## src/rtl/rxap_pkg.sv

```systemverilog
package rxap_pkg;

    typedef enum logic [2:0] {
        ST_IDLE    = 3'd0,
        ST_ACCEPT  = 3'd1,
        ST_MONITOR = 3'd2,
        ST_BCAST   = 3'd3,
        ST_SKIP    = 3'd4,
        ST_TAIL    = 3'd5
    } rx_state_e;

    typedef enum logic [1:0] {
        K_ACCEPT  = 2'd0,
        K_MONITOR = 2'd1,
        K_BCAST   = 2'd2,
        K_NONE    = 2'd3
    } rx_kind_e;

    localparam int NUM_STAT = 7;
    localparam int SI_BYTE  = 0;
    localparam int SI_END   = 1;
    localparam int SI_OVR   = 2;
    localparam int SI_RISE  = 3;
    localparam int SI_SHORT = 4;
    localparam int SI_LONG  = 5;
    localparam int SI_MACK  = 6;

    typedef struct packed {
        logic rise_stop;
        logic rise_gen;
        logic long_gen;
        logic bc_no_err;
    } err_policy_t;

endpackage

```

## src/rtl/rxap_addr_match.sv

```systemverilog
module rxap_addr_match #(
    parameter int ADDR_W = 4,
    localparam int OWN_W = (1 << ADDR_W) - 1
) (
    input  logic [ADDR_W-1:0] dest,
    input  logic [OWN_W-1:0]  own_mask,
    output logic              is_bcast,
    output logic              is_own
);
    logic [OWN_W-1:0] hit;

    for (genvar i = 0; i < OWN_W; i++) begin : g_hit
        assign hit[i] = own_mask[i] && (dest == ADDR_W'(i));
    end

    assign is_bcast = (dest == ADDR_W'(OWN_W));
    assign is_own   = |hit;
endmodule

```

## src/rtl/rxap_err_policy.sv

```systemverilog
module rxap_err_policy
    import rxap_pkg::*;
(
    input  logic        live,
    input  logic        in_bcast,
    input  err_policy_t pol,
    input  logic        rise,
    input  logic        short_p,
    input  logic        long_p,
    output logic        abort_req,
    output logic        errbit_req
);
    logic rise_bit;
    logic long_bit;

    assign rise_bit = pol.rise_gen || (in_bcast && pol.rise_stop && !pol.bc_no_err);
    assign long_bit = pol.long_gen || in_bcast;

    assign abort_req  = live && (long_p || (rise && pol.rise_stop));
    assign errbit_req = live && (short_p || (long_p && long_bit) || (rise && rise_bit));
endmodule

```

## src/rtl/rxap_status.sv

```systemverilog
module rxap_status #(
    parameter int N = 7
) (
    input  logic         clk,
    input  logic         rst_n,
    input  logic [N-1:0] set_i,
    input  logic [N-1:0] clr_i,
    output logic [N-1:0] flags_o
);
    for (genvar i = 0; i < N; i++) begin : g_flag
        always_ff @(posedge clk or negedge rst_n) begin
            if (!rst_n)
                flags_o[i] <= 1'b0;
            else if (set_i[i])
                flags_o[i] <= 1'b1;
            else if (clr_i[i])
                flags_o[i] <= 1'b0;
        end
    end
endmodule

```

## src/rtl/rx_accept_policy.sv

```systemverilog
module rx_accept_policy
    import rxap_pkg::*;
#(
    parameter int ADDR_W = 4,
    parameter int BYTE_W = 8,
    localparam int OWN_W = (1 << ADDR_W) - 1
) (
    input  logic                clk,
    input  logic                rst_n,
    input  logic [OWN_W-1:0]    own_mask,
    input  logic                listen_en,
    input  logic                pol_rise_stop,
    input  logic                pol_rise_gen,
    input  logic                pol_long_gen,
    input  logic                pol_bc_no_err,
    input  logic [BYTE_W-1:0]   rx_byte,
    input  logic                rx_byte_stb,
    input  logic                rx_eom,
    input  logic                ack_slot_stb,
    input  logic                ack_slot_ok,
    input  logic                rise_err_stb,
    input  logic                short_err_stb,
    input  logic                long_err_stb,
    input  logic [NUM_STAT-1:0] stat_clr,
    output logic                ack_drive,
    output logic                nack_bcast,
    output logic                err_bit_req,
    output logic                rx_abort,
    output logic [NUM_STAT-1:0] stat_flags
);
    rx_state_e state_q, nxt_state;
    rx_kind_e  kind_q, nxt_kind, hdr_kind, cur_kind;

    logic hdr_bcast, hdr_own;
    logic fault_live, fault_bcast, pol_abort, pol_err;
    logic ack_d, nack_d, err_d, abort_d;
    logic [NUM_STAT-1:0] set_d;
    logic unused_hi;
    err_policy_t pol;

    assign unused_hi = ^rx_byte[BYTE_W-1:ADDR_W];
    assign pol = '{rise_stop: pol_rise_stop, rise_gen: pol_rise_gen,
                   long_gen: pol_long_gen, bc_no_err: pol_bc_no_err};

    rxap_addr_match #(.ADDR_W(ADDR_W)) u_match (
        .dest     (rx_byte[ADDR_W-1:0]),
        .own_mask (own_mask),
        .is_bcast (hdr_bcast),
        .is_own   (hdr_own)
    );

    always_comb begin
        if (hdr_bcast)      hdr_kind = K_BCAST;
        else if (hdr_own)   hdr_kind = K_ACCEPT;
        else if (listen_en) hdr_kind = K_MONITOR;
        else                hdr_kind = K_NONE;
    end

    assign cur_kind    = (state_q == ST_IDLE) ? hdr_kind : kind_q;
    assign fault_live  = (state_q != ST_SKIP);
    assign fault_bcast = (state_q != ST_IDLE) && (kind_q == K_BCAST);

    rxap_err_policy u_pol (
        .live       (fault_live),
        .in_bcast   (fault_bcast),
        .pol        (pol),
        .rise       (rise_err_stb),
        .short_p    (short_err_stb),
        .long_p     (long_err_stb),
        .abort_req  (pol_abort),
        .errbit_req (pol_err)
    );

    function automatic rx_state_e kind_state(input rx_kind_e k);
        unique case (k)
            K_ACCEPT:  return ST_ACCEPT;
            K_MONITOR: return ST_MONITOR;
            K_BCAST:   return ST_BCAST;
            default:   return ST_SKIP;
        endcase
    endfunction

    // next state and next-cycle requests
    always_comb begin
        nxt_state = state_q;
        nxt_kind  = kind_q;
        ack_d     = 1'b0;
        nack_d    = 1'b0;
        err_d     = 1'b0;
        abort_d   = 1'b0;
        set_d     = '0;

        if (fault_live) begin
            set_d[SI_RISE]  = rise_err_stb;
            set_d[SI_SHORT] = short_err_stb;
            set_d[SI_LONG]  = long_err_stb;
            err_d           = pol_err;
            if (pol_abort) begin
                abort_d   = 1'b1;
                nxt_state = ST_IDLE;
            end
        end

        if (!abort_d) begin
            unique case (state_q)
                ST_IDLE, ST_ACCEPT, ST_MONITOR, ST_BCAST: begin
                    if (rx_byte_stb) begin
                        if (cur_kind == K_NONE) begin
                            nxt_state = rx_eom ? ST_IDLE : ST_SKIP;
                        end else if (stat_flags[SI_BYTE]) begin
                            set_d[SI_OVR] = 1'b1;
                            abort_d       = 1'b1;
                            nack_d        = (cur_kind == K_BCAST);
                            nxt_state     = ST_IDLE;
                        end else begin
                            set_d[SI_BYTE] = 1'b1;
                            set_d[SI_END]  = rx_eom;
                            ack_d          = (cur_kind == K_ACCEPT);
                            nxt_kind       = cur_kind;
                            nxt_state      = rx_eom ? ST_TAIL : kind_state(cur_kind);
                        end
                    end else if (ack_slot_stb && !ack_slot_ok &&
                                 state_q != ST_IDLE && kind_q != K_ACCEPT) begin
                        set_d[SI_MACK] = 1'b1;
                        abort_d        = 1'b1;
                        nxt_state      = ST_IDLE;
                    end
                end
                ST_TAIL: begin
                    if (ack_slot_stb) begin
                        nxt_state = ST_IDLE;
                        if (!ack_slot_ok && kind_q != K_ACCEPT) begin
                            set_d[SI_MACK] = 1'b1;
                            abort_d        = 1'b1;
                        end
                    end
                end
                ST_SKIP: begin
                    if (rx_byte_stb && rx_eom)
                        nxt_state = ST_IDLE;
                end
                default: nxt_state = ST_IDLE;
            endcase
        end
    end

    // state register
    always_ff @(posedge clk or negedge rst_n) begin
        if (!rst_n) begin
            state_q <= ST_IDLE;
            kind_q  <= K_NONE;
        end else begin
            state_q <= nxt_state;
            kind_q  <= nxt_kind;
        end
    end

    // output register
    always_ff @(posedge clk or negedge rst_n) begin
        if (!rst_n) begin
            ack_drive   <= 1'b0;
            nack_bcast  <= 1'b0;
            err_bit_req <= 1'b0;
            rx_abort    <= 1'b0;
        end else begin
            ack_drive   <= ack_d;
            nack_bcast  <= nack_d;
            err_bit_req <= err_d;
            rx_abort    <= abort_d;
        end
    end

    rxap_status #(.N(NUM_STAT)) u_stat (
        .clk     (clk),
        .rst_n   (rst_n),
        .set_i   (set_d),
        .clr_i   (stat_clr),
        .flags_o (stat_flags)
    );
endmodule

```

## config.mk

```make
export PLATFORM = sky130hd
export DESIGN_NAME = rx_accept_policy
export DESIGN_NICKNAME = d
export VERILOG_FILES = /design/src/rtl/rxap_pkg.sv /design/src/rtl/rxap_addr_match.sv /design/src/rtl/rxap_err_policy.sv /design/src/rtl/rxap_status.sv /design/src/rtl/rx_accept_policy.sv
export SDC_FILE = /design/constraint.sdc
export NUM_CORES = 1
export LEC_CHECK = 0
export BUFFER_PORTS_ARGS = -buffer_cell sky130_fd_sc_hd__buf_2
export CORE_MARGIN = 2
export CORE_UTILIZATION = 41
export DETAILED_ROUTE_END_ITERATION = 8
export HOLD_SLACK_MARGIN = 0.02
export PLACE_DENSITY = 0.75
export SETUP_SLACK_MARGIN = 0.5
export SLEW_MARGIN = 30
export SYNTH_ARGS = -nofsm -noshare
export SYNTH_HDL_FRONTEND = slang
export SYNTH_SLANG_ARGS = --single-unit
```

## constraint.sdc

```tcl
create_clock -name clk -period 2.8 [get_ports clk]
set_input_delay 0.56 -clock clk [delete_from_list [all_inputs] [get_ports clk]]
set_output_delay 0.56 -clock clk [all_outputs]
set_load 0.005 [all_outputs]
```

Word-level counts from Yosys, hierarchy flattened
Cells that the tools add are included.
{"block": "totals", "reg_bits": 16, "inputBits": 44, "wordCells": 152, "output_inout_bits": 11}
{"block": "op_classes", "bitwise": 3, "reduce_logical": 50, "mux": 61, "eq_ne": 25}
{"op": "3-bit 2-to-1 mux", "count": 16}
{"op": "1-bit 2-to-1 mux", "count": 36}
{"op": "4-bit == test (second input constant)", "count": 8}
{"op": "1-bit logical AND", "count": 28}
{"op": "3-bit one-hot mux with 3 select lines", "count": 2}
{"op": "4-bit by 3-bit == test with 1-bit output (second input constant)", "count": 4}
{"op": "2-bit nonzero test", "count": 8}
{"op": "15-bit OR reduction", "count": 1}
{"op": "2-bit 2-to-1 mux", "count": 5}
{"op": "4-bit by 2-bit == test with 1-bit output (second input constant)", "count": 2}
{"op": "2-bit == test (second input constant)", "count": 3}
{"op": "3-bit by 2-bit == test with 1-bit output (second input constant)", "count": 2}
{"op": "3-bit == test (second input constant)", "count": 2}
{"op": "1-bit logical OR", "count": 5}
{"op": "5-bit AND reduction", "count": 1}
{"op": "4-bit by 1-bit == test with 1-bit output (second input constant)", "count": 1}
{"op": "4-bit logical NOT", "count": 1}
{"op": "1-bit one-hot mux with 2 select lines", "count": 2}
{"op": "4-bit OR reduction", "count": 1}
{"op": "3-bit by 1-bit == test with 1-bit output (second input constant)", "count": 1}
{"op": "3-bit logical NOT", "count": 1}
{"op": "3-bit != test (second input constant)", "count": 1}
{"op": "1-bit NOT", "count": 3}
{"op": "3-bit nonzero test", "count": 1}
{"op": "3 further kinds", "count": 4}

Longest topological paths before layout
{"block": "depth", "word_depth": 14, "depth_mapped": 10, "mapped_depth_nobuf": 9}

By module
Synthesis repeated with hierarchy kept, for this count alone.
{"block": "unflattened", "cells_unflattened": 107, "hier_area_um2": 1053.5}
{"mod": "rx_accept_policy", "n_inst": 1, "area_per_inst_um2": 616.8, "seq_area_each_um2": 227.7, "cells_each": 68}
{"mod": "rxap_status", "n_inst": 1, "area_per_inst_um2": 254.0, "seq_area_each_um2": 175.2, "cells_each": 21}
{"mod": "rxap_addr_match", "n_inst": 1, "area_per_inst_um2": 145.1, "seq_area_each_um2": 0.0, "cells_each": 11}
{"mod": "rxap_err_policy", "n_inst": 1, "area_per_inst_um2": 37.5, "seq_area_each_um2": 0.0, "cells_each": 7}

Worst setup path before layout
No wires, ideal clock.
{"block": "synth_timing", "path_kind": "input -> register", "start": "input rx_byte[0]", "end": "register kind_q[1]", "setup_slack_ns": -0.348, "stages": 10, "t_required_ns": 2.716, "setup_time_ns": 0.084, "arrival_time_ns": 3.063, "n_path_buf": 1, "path_cell_list": "buf_2 mux4_2 nand2b_1 and3_1 o31ai_1 ha_1 or4b_4 or4b_4 nor4bb_1 nor3_1"}
{"block": "synth_between", "elab_chain_cells": 9, "word_cells_on_any_way": 38, "classes_between": "eq/ne: 16; mux: 3; bitwise: 1; reduce/logical: 18"}
{"element": "from (decl)", "line_no": "rx_accept_policy.sv:16", "text": "input logic [BYTE_W-1:0] rx_byte,"}
{"element": "4-bit by 1-bit == test with 1-bit output (tied with other cells)", "line_no": "rxap_addr_match.sv:13", "text": "assign hit[i] = own_mask[i] && (dest == ADDR_W'(i));"}
{"element": "1-bit logical AND", "line_no": "rxap_addr_match.sv:13"}
{"element": "15-bit OR reduction", "line_no": "rxap_addr_match.sv:17", "text": "assign is_own = |hit;"}
{"element": "2-bit 2-to-1 mux", "line_no": "rx_accept_policy.sv:54", "text": "else if (hdr_own) hdr_kind = K_ACCEPT;"}
{"element": "2-bit 2-to-1 mux (*)", "line_no": "rx_accept_policy.sv:53", "text": "if (hdr_bcast) hdr_kind = K_BCAST;"}
{"element": "2-bit 2-to-1 mux (*)", "line_no": "rx_accept_policy.sv:59", "text": "assign cur_kind = (state_q == ST_IDLE) ? hdr_kind : kind_q;"}
{"element": "net cur_kind[1]", "line_no": "rx_accept_policy.sv:32", "text": "rx_kind_e kind_q, nxt_kind, hdr_kind, cur_kind;"}
{"element": "2-bit == test", "line_no": "rx_accept_policy.sv:108", "text": "if (cur_kind == K_NONE) begin"}
{"element": "1-bit NOT (no line)"}
{"element": "5-bit AND reduction (no line)"}
{"element": "to (signal assigned)", "line_no": "rx_accept_policy.sv:154", "text": "kind_q <= nxt_kind;"}
{"element": "to (decl)", "line_no": "rx_accept_policy.sv:32"}
The timed path passes the listed nets; every way through them passes the cells marked *.
A chain may end at the register's enable or synchronous reset.

Final worst setup path
{"block": "layout_timing", "start": "input rx_byte[0]", "end": "register state_q[0]"}
{"block": "layout_between", "elab_chain_cells": 14, "word_cells_on_any_way": 46, "classes_between": "eq/ne: 18; mux: 10; reduce/logical: 18"}
{"element": "4-bit by 1-bit == test with 1-bit output (tied with other cells)", "line_no": "rxap_addr_match.sv:13"}
{"element": "1-bit logical AND", "line_no": "rxap_addr_match.sv:13"}
{"element": "15-bit OR reduction", "line_no": "rxap_addr_match.sv:17"}
{"element": "2-bit 2-to-1 mux", "line_no": "rx_accept_policy.sv:54"}
{"element": "2-bit 2-to-1 mux (*)", "line_no": "rx_accept_policy.sv:53"}
{"element": "2-bit 2-to-1 mux (*)", "line_no": "rx_accept_policy.sv:59"}
{"element": "net cur_kind[1]", "line_no": "rx_accept_policy.sv:32"}
{"element": "2-bit == test (tied with other cells)", "line_no": "rx_accept_policy.sv:75", "text": "unique case (k)"}
{"element": "3-bit one-hot mux with 3 select lines", "line_no": "rx_accept_policy.sv:75"}
{"element": "3-bit 2-to-1 mux", "line_no": "rx_accept_policy.sv:120", "text": "nxt_state = rx_eom ? ST_TAIL : kind_state(cur_kind);"}
{"element": "3-bit 2-to-1 mux", "line_no": "rx_accept_policy.sv:110", "text": "end else if (stat_flags[SI_BYTE]) begin"}
{"element": "3-bit 2-to-1 mux (*)", "line_no": "rx_accept_policy.sv:108"}
{"element": "3-bit 2-to-1 mux (*)", "line_no": "rx_accept_policy.sv:107", "text": "if (rx_byte_stb) begin"}
{"element": "3-bit one-hot mux with 3 select lines (*)", "line_no": "rx_accept_policy.sv:105", "text": "unique case (state_q)"}
{"element": "3-bit 2-to-1 mux (*)", "line_no": "rx_accept_policy.sv:104", "text": "if (!abort_d) begin"}
{"element": "net nxt_state[0]", "line_no": "rx_accept_policy.sv:31", "text": "rx_state_e state_q, nxt_state;"}
{"element": "to (signal assigned)", "line_no": "rx_accept_policy.sv:153", "text": "state_q <= nxt_state;"}
{"element": "to (decl)", "line_no": "rx_accept_policy.sv:31"}
Marked as above.

==> flow_metrics.env <==
export IMPL_status="complete, but fails checks"
export IMPL_violations="setup timing"
export IMPL_swShare_pct=38.4
export IMPL_grt_ovfl_total=0
export IMPL_cts_root_buf="clkbuf_4"
export IMPL_first_global_vias=1312
export IMPL_drv_cap=0
export IMPL_pin_count=55
export IMPL_port_buffers=50
export IMPL_hp_class="in2async"
export IMPL_ant_nets=0
export IMPL_power_switching_mw=0.443
export IMPL_clk_latency_ns=0.30
export IMPL_pwr_share_comb_pct=57.4
export IMPL_area_growth_pct=64.3
export IMPL_power_per_cell_area_nw_per_um2=605
export IMPL_clk_path_buf_depth=2
export IMPL_hold_buffers=0
export IMPL_layout_nets=263
export IMPL_drtPass1Iterations=4
export IMPL_synth_top_area_cell="dfrtp_1"
export IMPL_cts_buffers=3
export IMPL_period_share_pct=102
export IMPL_start_util_pct=42.5
export IMPL_rsz0062_at_grt="yes"
export IMPL_cp_max_fo=5
export IMPL_post_drt_wl_per_cell_um=16.1
export IMPL_stdcell_count=245
export IMPL_synth_top_family_by_area="simple AND/OR/NAND/NOR gates"
export IMPL_die_h_um=57.2
export IMPL_yosys_warnings=0
export IMPL_synthDominantCellAreaShare_pct=30.2
export IMPL_clockPowerShare_pct=13.6
export IMPL_cts_sinks=16
export IMPL_ys_async_sr_fraction_pct=100
export IMPL_start_kind="input port"
export IMPL_routed_via_density=5.58
export IMPL_dp_hpwl_mm=2.57
export IMPL_antenna_cells=0
export IMPL_arrival_ns=3.07
export IMPL_fmax_mhz=351
export IMPL_synth_compound_area_share_pct=18.0
export IMPL_syn_inst=134
export IMPL_yosysMostFrequentCell="nand2_1"
export IMPL_yosys_most_used_dff="dfrtp_1"
export IMPL_grt_total_usage_pct=22.3
export IMPL_drv_slew=0
export IMPL_hold_viol_final=0
export IMPL_synth_edf_count=0
export IMPL_ys_types=40
export IMPL_antenna_found_initial=0
export IMPL_p_leak_nw=0.937
export IMPL_grt_max_degree=17
export IMPL_ys_seq_area_share_pct=34.7
export IMPL_slew_headroom_pct=75.2
export IMPL_crit_type="in2reg"
export IMPL_die_x_um=57.2
export IMPL_die_area_sq_um=3270
export IMPL_synth_fa_ha_area_share_pct=4.31
export IMPL_tightest_slew_ns=0.372
export IMPL_ys_top_cells_by_area="dfrtp_1 (30%), nand2_1 (5.5%), o21ai_0 (4.7%)"
export IMPL_htreeDepth=1
export IMPL_vias=1367
export IMPL_grt_pass1_wl_mm=5.69
export IMPL_syn_nets=182
export IMPL_critPathRequiredTime_ns=3.03
export IMPL_drtIter0Drc=61
export IMPL_synth_xor_area_share_pct=0
export IMPL_route_detailed_drc=0
export IMPL_core_sq_um=2730
export IMPL_syn_avg_cell_area_sq_um=8.67
export IMPL_drt_total_wl_mm=3.94
export IMPL_worst_slack_ns=-0.0460
export IMPL_power_frac_seq_pct=29.0
export IMPL_drive_above_1_share_pct=53.3
export IMPL_power_internal_mw=0.712
export IMPL_crit_path_end_kind="flip-flop"
export IMPL_synth_mux_area_share_pct=9.16
export IMPL_period_minus_slack_ns=2.85
export IMPL_irDropWorstVdd_mv=0.391
export IMPL_synth_area_sq_um=1160
export IMPL_gp_congestion=0.790
export IMPL_synth_simple_area_share_pct=29.2
export IMPL_ys_top_cells_by_count="nand2_1 (17), dfrtp_1 (14), o21ai_0 (11)"
export IMPL_clock_skew_ns=0.00742
export IMPL_fin_util_pct=69.8
export IMPL_cts_tree="yes"
export IMPL_clkTransAtPathRegs_ns=0.10
export IMPL_nFillCells=198
export IMPL_synth_seq_cells=16
export IMPL_fp_row_count=19
export IMPL_setup_violations=1
export IMPL_place_inst=230
## routing by layer
metal	vias to the layer above	wire length, um	GRT usage [%]
met5	-	0	0
met4	0	118	10.3
met3	12	235	2.95
met2	72	2120	43.7
met1	634	1470	23.2
li1	649	-	-
## power groups by stage
stage | logic, mW | clock network (mW) | registers, mW
after global routing | 0.716 | 0.169 | 0.341
after global placement | 0.445 | 0 | 0.324
after floorplan | 0.263 | 0 | 0.325
final | 0.663 | 0.157 | 0.335
after detailed placement | 0.465 | 0 | 0.328
after CTS | 0.551 | 0.157 | 0.326
## stage by stage
stage	TNS, ns	hold WS (ns)	setup slack (ns)	power (mW)	area (sq um)
after floorplan	-0.455	0.264	-0.242	0.588	1220
after global placement	-1.06	0.485	-0.342	0.769	1620
after detailed placement	-1.52	0.493	-0.402	0.793	1620
after CTS	0	0.169	0.0324	1.03	1810
after global routing	-0.176	0.168	-0.108	1.23	1910
final	-0.0460	0.160	-0.0460	1.15	1910
## worst max-delay path, cell delays in order
cell,delay (ns)
buf_12,0.11
mux4_2,0.32
nand2b_4,0.12
and3_4,0.22
o31ai_4,0.09
ha_2,0.20
or4b_4,0.54
buf_6,0.15
a311oi_4,0.28
or3b_1,0.39
nand4_1,0.09
## cells by family after synthesis
| family | Yosys count |
|---|---|
| multiplexers | 9 |
| AND/OR/NAND/NOR | 59 |
| adder cells (fa/ha/maj) | 4 |
| flip-flops | 16 |
| buffers and inverters | 13 |
| AO/OA/AOI/OAI | 33 |
## flip-flops by register name, indices dropped and copies added (netlist names)
name / flops
ack_drive: 1
err_bit_req: 1
kind_q: 2
nack_bcast: 1
rx_abort: 1
state_q: 3
u_stat.flags_o: 7
## cell usage in the layout, fill, tap and decap left out, types with 2 or more instances in the layout
cell	instances
buf_2	49
buf_4	25
nand2_1	16
dfrtp_1	14
o21ai_0	10
inv_1	10
a21oi_1	6
nor2_1	6
nor2b_1	5
mux2i_1	5
nand4_1	3
mux2_2	3
o31ai_4	3
nand2b_1	3
nor3_1	3
clkbuf_4	3
buf_6	3
or2_4	2
o31a_1	2
nor4_1	2
or4b_4	2
and3_1	2
ha_1	2
dfstp_2	2
## final cells by class
cell class / instances / area, sq um / area share (%)
sequential: 16 / 403 / 21.1
tap: 31 / 38.8 / 2.03
multi-input combinational: 105 / 878 / 46.0
inverter: 10 / 37.5 / 1.97
clock buffer: 4 / 36.3 / 1.90
timing repair buffer: 79 / 514 / 27.0
## repair_timing
item,4_1_cts,5_1_grt
resized for setup,20,9
pin swaps,6,2
endpoints found under the setup margin,11,8
setup buffers,5,5
cloned,1,0
## path summary, 6_finish.rpt
kind / from / cells past startpoint / slack, ns / end
worst max register to register: state_q[0] / 9 / -0.03 / state_q[0]
max in group asynchronous: rst_n / 1 / 2.32 / kind_q[0]
min in group clk: stat_clr[0] / 2 / 0.42 / u_stat.flags_o[0]
worst max-delay path: rx_byte[0] / 11 / -0.05 / state_q[0]
worst min register to register: u_stat.flags_o[6] / 2 / 0.53 / u_stat.flags_o[6]
worst min-delay path: rst_n / 1 / 0.16 / u_stat.flags_o[2]
Note: power is estimated with default switching activity, not from simulation.
